===== src/rtl/dcl_pkg.sv =====
package dcl_pkg;
  typedef enum logic [1:0] {
    EV_NONE  = 2'd0,
    EV_SET   = 2'd1,
    EV_CLEAR = 2'd2
  } flag_event_e;
endpackage


===== src/rtl/dcl_reset_sync.sv =====
module dcl_reset_sync #(
  parameter int STAGES = 2
) (
  input  logic clk,
  input  logic rst_n,
  output logic rst_sync_n
);
  logic [STAGES-1:0] chain_q;
  logic [STAGES-1:0] chain_d;

  always_comb begin
    chain_d = {chain_q[STAGES-2:0], 1'b1};
  end

  always_ff @(posedge clk or negedge rst_n) begin
    if (!rst_n) chain_q <= '0;
    else        chain_q <= chain_d;
  end

  assign rst_sync_n = chain_q[STAGES-1];
endmodule


===== src/rtl/dcl_media_edge.sv =====
module dcl_media_edge (
  input  logic clk,
  input  logic rst_n,
  input  logic media_i,
  output logic media_q,
  output logic removed
);
  logic level_q;
  logic level_d;

  always_comb begin
    level_d = media_i;
  end

  always_ff @(posedge clk or negedge rst_n) begin
    if (!rst_n) level_q <= 1'b0;
    else        level_q <= level_d;
  end

  assign media_q = level_q;
  assign removed = level_q & ~media_i;
endmodule


===== src/rtl/dcl_flag_latch.sv =====
module dcl_flag_latch
  import dcl_pkg::*;
(
  input  logic clk,
  input  logic rst_n,
  input  logic removed,
  input  logic media_q,
  input  logic media_i,
  input  logic step_i,
  output logic flag
);
  flag_event_e ev;
  logic        flag_q;
  logic        flag_d;
  logic        flag_en;

  always_comb begin
    if (removed)                           ev = EV_SET;
    else if (step_i && media_q && media_i) ev = EV_CLEAR;
    else                                   ev = EV_NONE;
  end

  always_comb begin
    flag_en = (ev != EV_NONE);
    flag_d  = (ev == EV_SET);
  end

  always_ff @(posedge clk or negedge rst_n) begin
    if (!rst_n)       flag_q <= 1'b1;
    else if (flag_en) flag_q <= flag_d;
  end

  assign flag = flag_q;
endmodule


===== src/rtl/dcl_read_port.sv =====
module dcl_read_port #(
  parameter int ADDR_W     = 3,
  parameter int DATA_W     = 8,
  parameter int REG_OFFSET = 7,
  parameter int FLAG_BIT   = 7
) (
  input  logic              clk,
  input  logic              rst_n,
  input  logic              rd_en,
  input  logic [ADDR_W-1:0] rd_addr,
  input  logic              flag,
  output logic [DATA_W-1:0] rd_data
);
  localparam logic [ADDR_W-1:0] HIT_ADDR = ADDR_W'(REG_OFFSET);

  logic [DATA_W-1:0] word;
  logic [DATA_W-1:0] data_q;
  logic [DATA_W-1:0] data_d;

  for (genvar i = 0; i < DATA_W; i++) begin : g_bit
    if (i == FLAG_BIT) begin : g_flag
      assign word[i] = flag;
    end else begin : g_zero
      assign word[i] = 1'b0;
    end
  end

  always_comb begin
    data_d = (rd_addr == HIT_ADDR) ? word : '0;
  end

  always_ff @(posedge clk or negedge rst_n) begin
    if (!rst_n)     data_q <= '0;
    else if (rd_en) data_q <= data_d;
  end

  assign rd_data = data_q;
endmodule


===== src/rtl/disk_change_latch.sv =====
module disk_change_latch #(
  parameter int ADDR_W      = 3,
  parameter int DATA_W      = 8,
  parameter int REG_OFFSET  = 7,
  parameter int FLAG_BIT    = 7,
  parameter int SYNC_STAGES = 2
) (
  input  logic              clk,
  input  logic              rst_n,
  input  logic              media_present_i,
  input  logic              step_pulse_i,
  input  logic              rd_en_i,
  input  logic [ADDR_W-1:0] rd_addr_i,
  output logic [DATA_W-1:0] rd_data_o
);
  logic rst_sync_n;
  logic media_q;
  logic removed;
  logic flag;

  dcl_reset_sync #(.STAGES(SYNC_STAGES)) u_rst (
    .clk        (clk),
    .rst_n      (rst_n),
    .rst_sync_n (rst_sync_n)
  );

  dcl_media_edge u_edge (
    .clk     (clk),
    .rst_n   (rst_sync_n),
    .media_i (media_present_i),
    .media_q (media_q),
    .removed (removed)
  );

  dcl_flag_latch u_flag (
    .clk     (clk),
    .rst_n   (rst_sync_n),
    .removed (removed),
    .media_q (media_q),
    .media_i (media_present_i),
    .step_i  (step_pulse_i),
    .flag    (flag)
  );

  dcl_read_port #(
    .ADDR_W     (ADDR_W),
    .DATA_W     (DATA_W),
    .REG_OFFSET (REG_OFFSET),
    .FLAG_BIT   (FLAG_BIT)
  ) u_rd (
    .clk     (clk),
    .rst_n   (rst_sync_n),
    .rd_en   (rd_en_i),
    .rd_addr (rd_addr_i),
    .flag    (flag),
    .rd_data (rd_data_o)
  );
endmodule


===== config.mk =====
export PLATFORM = sky130hd
export DESIGN_NAME = disk_change_latch
export DESIGN_NICKNAME = d
export VERILOG_FILES = /design/src/rtl/dcl_pkg.sv /design/src/rtl/dcl_reset_sync.sv /design/src/rtl/dcl_media_edge.sv /design/src/rtl/dcl_flag_latch.sv /design/src/rtl/dcl_read_port.sv /design/src/rtl/disk_change_latch.sv
export SDC_FILE = /design/constraint.sdc
export NUM_CORES = 1
export LEC_CHECK = 0
export ABC_CLOCK_PERIOD_IN_PS = 800
export BUFFER_PORTS_ARGS = -buffer_cell sky130_fd_sc_hd__buf_2
export CAP_MARGIN = 30
export CORE_AREA = 2 2 39 41
export CTS_CLUSTER_DIAMETER = 50
export CTS_CLUSTER_SIZE = 40
export DETAILED_ROUTE_END_ITERATION = 8
export DIE_AREA = 0 0 41 43
export PLACE_DENSITY = 0.46
export SYNTH_ARGS = -nofsm -noshare
export SYNTH_HDL_FRONTEND = slang
export SYNTH_HIERARCHICAL = 1
export SYNTH_SLANG_ARGS = --single-unit

===== constraint.sdc =====
create_clock -name clk -period 0.8 [get_ports clk]
set_input_delay 0.24 -clock clk [delete_from_list [all_inputs] [get_ports clk]]
set_output_delay 0.24 -clock clk [all_outputs]
set_load 0.01 [all_outputs]

Yosys cells after proc, flatten, opt, wreduce, memory -nomap -nowiden. Cells that the tools add are included. W data, S select, Z words.

Reductions and logical operators: 3. Equal/unequal tests: 2. Multiplexer cells: 3. Bitwise logic cells: 2.

Operator list (number): $mux W8 (1); $mux W2 (2); $eq A3 B3 Y1 const B (1); $eq A2 B1 Y1 const B (1); $logic_and A1 B1 Y1 (2); $reduce_bool A2 Y1 (1); $and A1 B1 Y1 (1); $not A1 Y1 (1).

Register bits after elaboration: 12. Output and inout port bits: 8. Logic and storage cells: 14.

Longest topological paths before layout. Gate-level depths: netlist (run 1).

Depth in word-level cells: 5. Mapped depth: 2. Mapped depth without buffers: 2.

Hierarchy. Netlist (run 1), hierarchy kept.

By module, submodules not included: dcl_read_port (area each 101.3 µm², cells an instance 12, seq. area each 25.0 µm², times used 1); dcl_reset_sync (area each 53.8 µm², cells an instance 3, seq. area each 50.0 µm², times used 1); dcl_flag_latch (area each 38.8 µm², cells an instance 3, seq. area each 26.3 µm², times used 1); dcl_media_edge (area each 38.8 µm², cells an instance 2, seq. area each 25.0 µm², times used 1).

Least setup slack after synthesis (run 1). OpenSTA, ideal clock, no wires.

Kind: reg2reg. From: register u_flag.flag_q, in the netlist u_flag/flag. To: register u_rd.data_q[7], in the netlist u_rd/rd_data[7]. Buffers on the path: 0. Path slack: 24 ps. Arrival: 696 ps. Library setup time: 79 ps. Period minus slack after synthesis: 776 ps. Stages on the path, launching flop included: 3. Cells stage by stage: dfstp_2 > nand4_1 > mux2i_1.

Longest elaborated chain between the ends: 1.

RTL lines: from (decl) (RTL line dcl_flag_latch.sv:13) `logic flag_q;`; from (signal assigned) (RTL line dcl_flag_latch.sv:30) `else if (flag_en) flag_q <= flag_d;`; $mux W8 (RTL line dcl_read_port.sv:29) `data_d = (rd_addr == HIT_ADDR) ? word : '0;`; to (signal assigned) (RTL line dcl_read_port.sv:34) `else if (rd_en) data_q <= data_d;`; to (decl) (RTL line dcl_read_port.sv:17) `logic [DATA_W-1:0] data_q;`.

No other way between the ends. A chain may end at the register's enable or synchronous reset.

Worst setup path in the final report (run 1).
From: register u_rd.data_q[7], in the netlist u_rd/rd_data[7]. To: output port rd_data_o[7].

RTL lines: to (decl) (RTL line disk_change_latch.sv:14) `output logic [DATA_W-1:0] rd_data_o`.

No word-level cell between the ends.

==> run summary, run 1 <==
setup TNS: -184.0 ps
worst min path class: reg -> async
Clock Sink Count: 5
first-pass GRT wire length: 593 um
synth warn: 6
most frequent cells in the layout: buf_2 (8), conb_1 (8), dfrtp_1 (4)
DRC: 0
Slew Viols, Final: 0
Final Hold Fails: 0
Vias: 151
CP bufs+invs: 1
FF+latch area: 126.4 um^2
clock power share: 44.5%
Avg Inst Size Synth: 11.64 um^2
min cycle time layout: 973.6 ps
final setup violation count: 2
Slowest-stage cell, CP: dfrtp_1
Synth area leader: dfrtp_1
root buffer cell: clkbuf_4
Initial Util: 16.82%
diodes inserted: 0
CTS H-tree lvls: 1
Critical Path AT: 730 ps
Final Net Count: 42
core area: 1384 um^2
Layout Utilization: 22.15%
sequential share of power: 45.3%
Sw Share: 21.10%
gr usage total: 5.550%
drt via density: 3.082
Clock Skew: 1.808 ps
initial antenna violation count: 0
path depth of the worst reg2reg path: 2
unrepaired setup endpoints after global routing: yes
CP Capture Type: primary output
fin crit share: 121.7%
highest clock rate: 1027 MHz
Syn Std Cell Area: 232.7 um^2
WL per Instance: 6.286 um
HPWL Detailed: 267.4 um
reg-to-reg endpoint: u_rd/rd_data[7]$_DFFE_PN0P_
CTS Buffer Depth: 2
worst r2r src: u_flag/flag$_DFFE_PN1P_
final wirelength: 308 um
routability cong.: 0.6071
dpl ws: -32.81 ps
VDD IR max: 0.8289 mV
CP Class: reg -> out
Gate power share: 10.2%
vias in the first global route: 158
Inserted Clock Buffers: 3
Worst Setup Start Kind: register
P&R area growth vs syn: 31.72%
sequential fraction of the synthesis area: 54.30%
Worst R2R Setup Slack: -10 ps
FILL cells: 155
power density over the cells: 2044 nW/um^2
IO buf count: 8
Post-Synthesis Cells: 20
post-synth cell types: 10
fin area: 306.5 um^2
failing checks: negative setup slack
max-cap violation count: 0
dominant cells by area after synthesis: dfrtp_1 (43%), buf_4 (23%), dfstp_2 (11%)
outcome: finished with violations
area share of the largest cell type after synthesis: 43.01%
later-pin clock latency in the skew report: 230 ps
layout cell share with drive strength beyond 1: 42.42%
worst hold slack: 35.79 ps
row cnt: 14
CTS clk-pin slew, worst paths: 40 ps
grt total ovfl: 0
initial drt markers: 0
die area: 1763 um^2
Placed Area: 262.8 um^2
Leak: 0.0001638 uW
max incr delay on CP: 360 ps
crit path max fanout: 2
cell family with most CP delay: flip-flops
PostCTS Resize Cnt: 0
Yosys reg bits: 5
Die X: 41 um
Cell Int Power: 494.3 uW
# IOs: 16
Sw Pwr: 132.2 uW
CTS tree: built
Post-DRT Antenna Nets: 0
CP cell instances: buf_2
largest net degree at the start of global routing: 4
PnR worst setup slack: -173.6 ps
die height: 43 um
area of the multi-input gates: 72.57 um^2
Pre-antenna DRT Iters: 1
Crit path required time: 560 ps
==> cell families (layout without fill, tap and decap cells) <==
| family | Yosys count | in the layout | share of synthesized area (%) |
|---|---|---|---|
| other cells | 2 | 8 | 3.227 |
| buf+inv | 8 | 15 | 24.19 |
| simple gates | 3 | 3 | 10.75 |
| compound gates | 1 | 1 | 3.227 |
| mux | 1 | 1 | 4.301 |
| flops | 5 | 5 | 54.30 |
==> layer usage <==
layer | vias up | track usage (%) | part of all wire, %
met5 | - | 0 | 0
met4 | 0 | 6.000 | 0
met3 | 0 | 3.141 | 7.5
met2 | 8 | 8.125 | 61
met1 | 71 | 4.575 | 31
li1 | 72 | - | -
==> registers in the layout, indices dropped and copies added (netlist names) <==
name	count
u_flag/flag	1
u_edge/media_q	1
u_rst/chain_q	2
u_rd/rd_data	1
==> what timing repair did <==
item / 4_1_cts / 5_1_grt
setup buffers: 1 / 0
endpoints found under the setup margin: 2 / 2
cloned: 0 / 0
hold endpoints to repair: 2 / 0
hold buffers: 1 / 0
pin swaps: 1 / 0
==> area by class of cell <==
type / count / area share [%]
inverter: 1 / 1.224
tap: 16 / 6.531
clock buffer: 4 / 8.571
multi-input combinational: 13 / 23.67
sequential: 5 / 41.22
timing repair buffer: 10 / 18.78
==> how the worst max path moves through the flow <==
| stage | startpoint | to | slack (ps) | cells past startpoint |
|---|---|---|---|---|
| after floorplan | u_flag/flag$_DFFE_PN1P_ | u_rd/rd_data[7]$_DFFE_PN0P_ | 20 | 2 |
| after global placement | u_flag/flag$_DFFE_PN1P_ | u_rd/rd_data[7]$_DFFE_PN0P_ | -20 | 2 |
| after detailed placement | u_flag/flag$_DFFE_PN1P_ | u_rd/rd_data[7]$_DFFE_PN0P_ | -30 | 2 |
| after CTS | u_rd/rd_data[7]$_DFFE_PN0P_ | rd_data_o[7] | -190 | 1 |
| after global routing | u_rd/rd_data[7]$_DFFE_PN0P_ | rd_data_o[7] | -200 | 1 |
| final | u_rd/rd_data[7]$_DFFE_PN0P_ | rd_data_o[7] | -170 | 1 |
==> metrics by stage <==
stage / cells / power (uW)
floorplan: 26 / 341.7
global placement: 43 / 342.4
detailed placement: 43 / 344.8
CTS: 49 / 648.8
global route: 49 / 676.5
finish: 49 / 626.6
==> power groups by stage <==
stage | combinational (uW) | clock (uW) | sequential [uW]
after floorplan | 54.9 | 0 | 287
after global placement | 55.4 | 0 | 287
after detailed placement | 56.6 | 0 | 288
after CTS | 64.6 | 300 | 285
after global routing | 74.7 | 315 | 287
final | 64.1 | 279 | 284
==> cells in the mapped netlist <==
master	n
dfrtp_1	4
a21o_1	1
nand4_1	1
conb_1	2
nand3_1	1
mux2i_1	1
buf_4	7
nor2b_4	1
dfstp_2	1
inv_1	1
(Power assumes the default switching activity.)
==> run 2, diff against run 1 <==
--- a/config.mk
+++ b/config.mk
@@ -14,6 +14,7 @@
 export DETAILED_ROUTE_END_ITERATION = 8
 export DIE_AREA = 0 0 41 43
 export PLACE_DENSITY = 0.46
+export REMOVE_ABC_BUFFERS = 1
 export SYNTH_ARGS = -nofsm -noshare
 export SYNTH_HDL_FRONTEND = slang
 export SYNTH_HIERARCHICAL = 1
==> run summary, run 2 (synthesis gave the netlist of run 1 again) <==
outcome: finished with violations (unchanged)
failing checks: negative setup slack (unchanged)
Clock Sink Count: 5 (unchanged)
Final Net Count: 42 (unchanged)
first-pass GRT wire length: 441 um (was 593 um)
fin crit share: 122.5% (was 121.7%)
Vias: 154 (was 151)
VDD IR max: 0.7829 mV (was 0.8289 mV)
largest net degree at the start of global routing: 4 (unchanged)
Final Hold Fails: 0 (unchanged)
later-pin clock latency in the skew report: 240 ps (was 230 ps)
unrepaired setup endpoints after global routing: yes (unchanged)
clock power share: 45.3% (was 44.5%)
Critical Path AT: 740 ps (was 730 ps)
worst min path class: reg -> async (unchanged)
Layout Cells excl Fill: 49 (unchanged)
max-cap violation count: 0 (unchanged)
worst hold slack: 36.92 ps (was 35.79 ps)
Initial Util: 16.82% (unchanged)
FILL cells: 157 (was 155)
Slew Viols, Final: 0 (unchanged)
max incr delay on CP: 360 ps (about the same)
PostCTS Resize Cnt: 0 (unchanged)
CP bufs+invs: 1 (unchanged)
CP Class: reg -> out (unchanged)
CTS tree: built (unchanged)
power density over the cells: 2070 nW/um^2 (was 2044 nW/um^2)
CTS clk-pin slew, worst paths: 40 ps (about the same)
die area: 1763 um^2 (unchanged)
Sw Pwr: 139.9 uW (was 132.2 uW)
layout cell share with drive strength beyond 1: 42.42% (unchanged)
root buffer cell: clkbuf_4 (unchanged)
diodes inserted: 0 (unchanged)
sequential share of power: 44.6% (was 45.3%)
highest clock rate: 1020 MHz (was 1027 MHz)
Inserted Clock Buffers: 3 (unchanged)
most frequent cells in the layout: buf_2 (8), conb_1 (8), dfrtp_1 (4) (unchanged)
cell family with most CP delay: flip-flops (unchanged)
Clock Skew: 0.3793 ps (was 1.808 ps)
grt total ovfl: 0 (unchanged)
row cnt: 14 (unchanged)
Sw Share: 22.04% (was 21.10%)
final setup violation count: 2 (unchanged)
Crit path required time: 560 ps (about the same)
IO buf count: 8 (unchanged)
# IOs: 16 (unchanged)
DRC: 0 (unchanged)
initial antenna violation count: 0 (unchanged)
P&R area growth vs syn: 31.72% (unchanged)
initial drt markers: 0 (unchanged)
Leak: 0.0001638 uW (unchanged)
post-placement cell count: 43 (unchanged)
Slowest-stage cell, CP: dfrtp_1 (unchanged)
Post-DRT Antenna Nets: 0 (unchanged)
CP Capture Type: primary output (unchanged)
vias in the first global route: 132 (was 158)
CP cell instances: buf_2 (unchanged)
max reg flops: 2 (unchanged)
min cycle time layout: 980.1 ps (was 973.6 ps)
core area: 1384 um^2 (unchanged)
Biggest register: u_rst/chain_q (unchanged)
Pre-antenna DRT Iters: 1 (unchanged)
gr usage total: 4.752% (was 5.550%)
Cell Int Power: 494.7 uW (was 494.3 uW)
PnR worst setup slack: -180.1 ps (was -173.6 ps)
Die X: 41 um (unchanged)
final wirelength: 314 um (was 308 um)
drt via density: 3.143 (was 3.082)
die height: 43 um (unchanged)
Gate power share: 10.1% (was 10.2%)
routability cong.: 0.5523 (was 0.6071)
CTS H-tree lvls: 1 (unchanged)
WL per Instance: 6.408 um (was 6.286 um)
crit path max fanout: 2 (unchanged)
Worst Setup Start Kind: register (unchanged)
CTS Buffer Depth: 2 (unchanged)
==> run 2: cell counts in the layout (fill, tap and decap cells not counted) <==
Identical to the previous run, type by type.
==> run 2: path summary, 6_finish.rpt <==
| kind | from | to | slack (ps) | depth (start not counted) |
|---|---|---|---|---|
| min reg2reg | u_rst/chain_q[1]$_DFF_PN0_ | u_rd/rd_data[7]$_DFFE_PN0P_ | 40 | 0 |
| max in group asynchronous | rst_n | u_rst/chain_q[0]$_DFF_PN0_ | 400 | 2 |
| max | u_rd/rd_data[7]$_DFFE_PN0P_ | rd_data_o[7] | -180 | 1 |
| max reg2reg | u_flag/flag$_DFFE_PN1P_ | u_rd/rd_data[7]$_DFFE_PN0P_ | -10 | 2 |
| min in group clk | media_present_i | u_edge/media_q$_DFF_PN0_ | 170 | 1 |
| min | u_rst/chain_q[1]$_DFF_PN0_ | u_rd/rd_data[7]$_DFFE_PN0P_ | 40 | 0 |
==> run 2: layout make-up <==
| cell class | count | area [um^2] | share of cell area, % |
|---|---|---|---|
| inverter | 1 | 3.754 | 1.224 |
| clock buffer | 4 | 26.28 | 8.571 |
| tap | 16 | 20.02 | 6.531 |
| sequential | 5 | 126.4 | 41.22 |
| multi-input combinational | 13 | 72.57 | 23.67 |
| timing repair buffer | 10 | 57.56 | 18.78 |
==> run 2: routing by layer <==
metal	routed length, um	GRT usage [%]	vias to the layer above
li1	-	-	72
met1	130	3.618	65
met2	97	4.688	15
met3	79	6.283	2
met4	8	6.000	0
met5	0	0	-
==> run 2: per-stage QoR <==
| step | setup TNS (ps) | power, uW | area [um^2] | setup WS (ps) | utilization (%) |
|---|---|---|---|---|---|
| after global placement | -14.54 | 343.5 | 262.8 | -14.54 | 18.99 |
| after floorplan | 0 | 316.3 | 202.7 | 24.48 | - |
| after detailed placement | -31.02 | 343.4 | 262.8 | -31.02 | 18.99 |
| after CTS | -221.8 | 650.7 | 299.0 | -198.0 | 21.61 |
| after global routing | -263.6 | 685.7 | 306.5 | -220.5 | 22.15 |
| final | -190.0 | 634.6 | 306.5 | -180.1 | 22.15 |
==> run 2: power groups by stage <==
stage	registers, uW	clock network (uW)	logic [uW]
after floorplan	287	0	29.5
final	283	287	64.0
after global placement	287	0	56.3
after global routing	285	329	72.5
after CTS	283	307	60.3
after detailed placement	287	0	56.5
==> run 2: repair_timing <==
action | CTS | global route
buffers inserted | 0 | 1
hold buffers | 1 | 0
endpoints found under the hold margin | 2 | 0
pin swaps | 1 | 0
endpoints found under the setup margin | 2 | 2
==> run 3, diff against run 2 <==
--- a/config.mk
+++ b/config.mk
@@ -6,7 +6,7 @@
 export NUM_CORES = 1
 export LEC_CHECK = 0
 export ABC_CLOCK_PERIOD_IN_PS = 800
-export BUFFER_PORTS_ARGS = -buffer_cell sky130_fd_sc_hd__buf_2
+export BUFFER_PORTS_ARGS = -buffer_cell sky130_fd_sc_hd__buf_4
 export CAP_MARGIN = 30
 export CORE_AREA = 2 2 39 41
 export CTS_CLUSTER_DIAMETER = 50
@@ -15,6 +15,7 @@
 export DIE_AREA = 0 0 41 43
 export PLACE_DENSITY = 0.46
 export REMOVE_ABC_BUFFERS = 1
+export SLEW_MARGIN = 20
 export SYNTH_ARGS = -nofsm -noshare
 export SYNTH_HDL_FRONTEND = slang
 export SYNTH_HIERARCHICAL = 1
==> run summary, run 3 (synthesis gave the netlist of run 1 again) <==
# IOs: 16 (unchanged)
Slew Viols, Final: 0 (unchanged)
Worst Setup Start Kind: register (unchanged)
CP cell instances: buf_6 (was buf_2)
crit path max fanout: 2 (unchanged)
row cnt: 14 (unchanged)
later-pin clock latency in the skew report: 240 ps (about the same)
min cycle time layout: 979.9 ps (was 980.1 ps)
max incr delay on CP: 380 ps (was 360 ps)
Crit path required time: 560 ps (about the same)
Final Net Count: 41 (was 42)
CTS Buffer Depth: 2 (unchanged)
DRC: 0 (unchanged)
post-placement cell count: 43 (unchanged)
P&R area growth vs syn: 38.71% (was 31.72%)
first-pass GRT wire length: 517 um (was 441 um)
Slowest-stage cell, CP: dfrtp_1 (unchanged)
Leak: 0.0001654 uW (was 0.0001638 uW)
grt met3 use: 6.283% (unchanged)
CTS clk-pin slew, worst paths: 40 ps (about the same)
Post-DRT Antenna Nets: 0 (unchanged)
root buffer cell: clkbuf_4 (unchanged)
Final Hold Fails: 0 (unchanged)
Critical Path AT: 740 ps (about the same)
die height: 43 um (unchanged)
Pre-antenna DRT Iters: 2 (was 1)
Sw Pwr: 139.6 uW (was 139.9 uW)
Sw Share: 21.68% (was 22.04%)
core area: 1384 um^2 (unchanged)
grt total ovfl: 0 (unchanged)
CTS H-tree lvls: 1 (unchanged)
routability cong.: 0.5356 (was 0.5523)
worst min path class: reg -> async (unchanged)
Clock Sink Count: 5 (unchanged)
layout cell share with drive strength beyond 1: 40.63% (was 42.42%)
reg-to-reg endpoint: u_rd/rd_data[7]$_DFFE_PN0P_ (unchanged)
clock power share: 44.6% (was 45.3%)
setup TNS: -196.5 ps (was -190.0 ps)
unrepaired setup endpoints after global routing: yes (unchanged)
Inserted Clock Buffers: 3 (unchanged)
initial drt markers: 1 (was 0)
drt via density: 3.042 (was 3.143)
most frequent cells in the layout: conb_1 (8), buf_4 (7), dfrtp_1 (4) (was buf_2 (8), conb_1 (8), dfrtp_1 (4))
sequential share of power: 44.1% (was 44.6%)
CP bufs+invs: 1 (unchanged)
GRT met1 Usage: 4.620% (was 3.618%)
vias in the first global route: 144 (was 132)
Die X: 41 um (unchanged)
VDD IR max: 0.9309 mV (was 0.7829 mV)
gr usage total: 4.858% (was 4.752%)
WL per Instance: 6.813 um (was 6.408 um)
Worst R2R Setup Slack: -20 ps (was -10 ps)
Gate power share: 11.3% (was 10.1%)
power density over the cells: 1994 nW/um^2 (was 2070 nW/um^2)
initial antenna violation count: 0 (unchanged)
failing checks: negative setup slack (unchanged)
PnR worst setup slack: -179.9 ps (was -180.1 ps)
highest clock rate: 1021 MHz (was 1020 MHz)
Layout Cells excl Fill: 48 (was 49)
commonest non-fill, non-tap cell in the layout: conb_1
Vias: 146 (was 154)
Initial Util: 16.82% (unchanged)
largest net degree at the start of global routing: 4 (unchanged)
worst r2r src: u_flag/flag$_DFFE_PN1P_ (unchanged)
CP Capture Type: primary output (unchanged)
cell family with most CP delay: flip-flops (unchanged)
Clock Skew: 3.594 ps (was 0.3793 ps)
max-cap violation count: 0 (unchanged)
final wirelength: 327 um (was 314 um)
met2 Track Usage GR: 5.938% (was 4.688%)
CTS tree: built (unchanged)
Worst Setup EP: rd_data_o[7] (unchanged)
path depth of the worst reg2reg path: 2 (unchanged)
CP Class: reg -> out (unchanged)
fin crit share: 122.5% (about the same)
die area: 1763 um^2 (unchanged)
IO buf count: 8 (unchanged)
critical path launch point: u_rd/rd_data[7]$_DFFE_PN0P_ (unchanged)
outcome: finished with violations (unchanged)
diodes inserted: 0 (unchanged)
max reg flops: 2 (unchanged)
gr busiest metal: met3 (unchanged)
Cell Int Power: 504.2 uW (was 494.7 uW)
WP depth: 1 (unchanged)
Biggest register: u_rst/chain_q (unchanged)
final setup violation count: 2 (unchanged)
## run 3: cell types whose count changed in the layout (fill, tap and decap cells not counted)
cell   before  now
buf_6       0    1
buf_4       1    7
buf_2       8    0
## run 3: worst min-delay path by stage
stage	slack [ps]	depth (start not counted)	from	endpoint
2_1_floorplan	-60	0	rst_n	u_rst/chain_q[0]$_DFF_PN0_
3_3_place_gp	20	1	rst_n	u_rst/chain_q[0]$_DFF_PN0_
4_1_cts	40	0	u_rst/chain_q[1]$_DFF_PN0_	u_edge/media_q$_DFF_PN0_
6_report	30	0	u_rst/chain_q[1]$_DFF_PN0_	u_edge/media_q$_DFF_PN0_
5_1_grt	40	0	u_rst/chain_q[1]$_DFF_PN0_	u_edge/media_q$_DFF_PN0_
3_5_place_dp	20	1	rst_n	u_rst/chain_q[1]$_DFF_PN0_
## run 3: final cells by class
cell class | instances | area (um^2)
fillers | 148 | 1061
flip-flops and latches | 5 | 126.4
repair buffers | 9 | 73.82
multi-input cells | 13 | 72.57
clock buffers | 4 | 26.28
well taps | 16 | 20.02
inverters | 1 | 3.754
## run 3: power by group through the flow
stage	Combinational (uW)	Sequential, uW	Clock [uW]
CTS	73.4	285	305
global route	81.4	287	322
global placement	67.5	287	0
detailed placement	67.8	288	0
floorplan	29.5	287	0
finish	72.8	284	287
## run 3: repair_timing
| item | CTS | global route |
|---|---|---|
| setup endpoints to repair | 2 | 2 |
| endpoints found under the hold margin | 2 | 0 |
| setup buffers | 0 | 0 |
| hold buffers | 1 | 0 |
| gates resized for setup | 1 | 0 |
| pin swaps | 1 | 0 |
## run 3: layer usage
metal,vias up,part of all wire (%)
li1,71,-
met1,60,35
met2,15,36
met3,0,29
met4,0,0
met5,-,0
## run 3: per-stage QoR
step | utilization [%] | cell area (um^2) | power, uW | hold slack, ps | setup WS (ps)
final | 23.33 | 322.8 | 643.8 | 30.35 | -179.9
after global routing | 23.33 | 322.8 | 691.2 | 44.16 | -222.0
after CTS | 23.33 | 322.8 | 663.2 | 35.16 | -193.6
after detailed placement | 20.43 | 282.8 | 355.7 | 24.33 | -47.02
after global placement | 20.43 | 282.8 | 354.5 | 23.66 | -38.65
after floorplan | - | 202.7 | 316.3 | -55.59 | 24.48
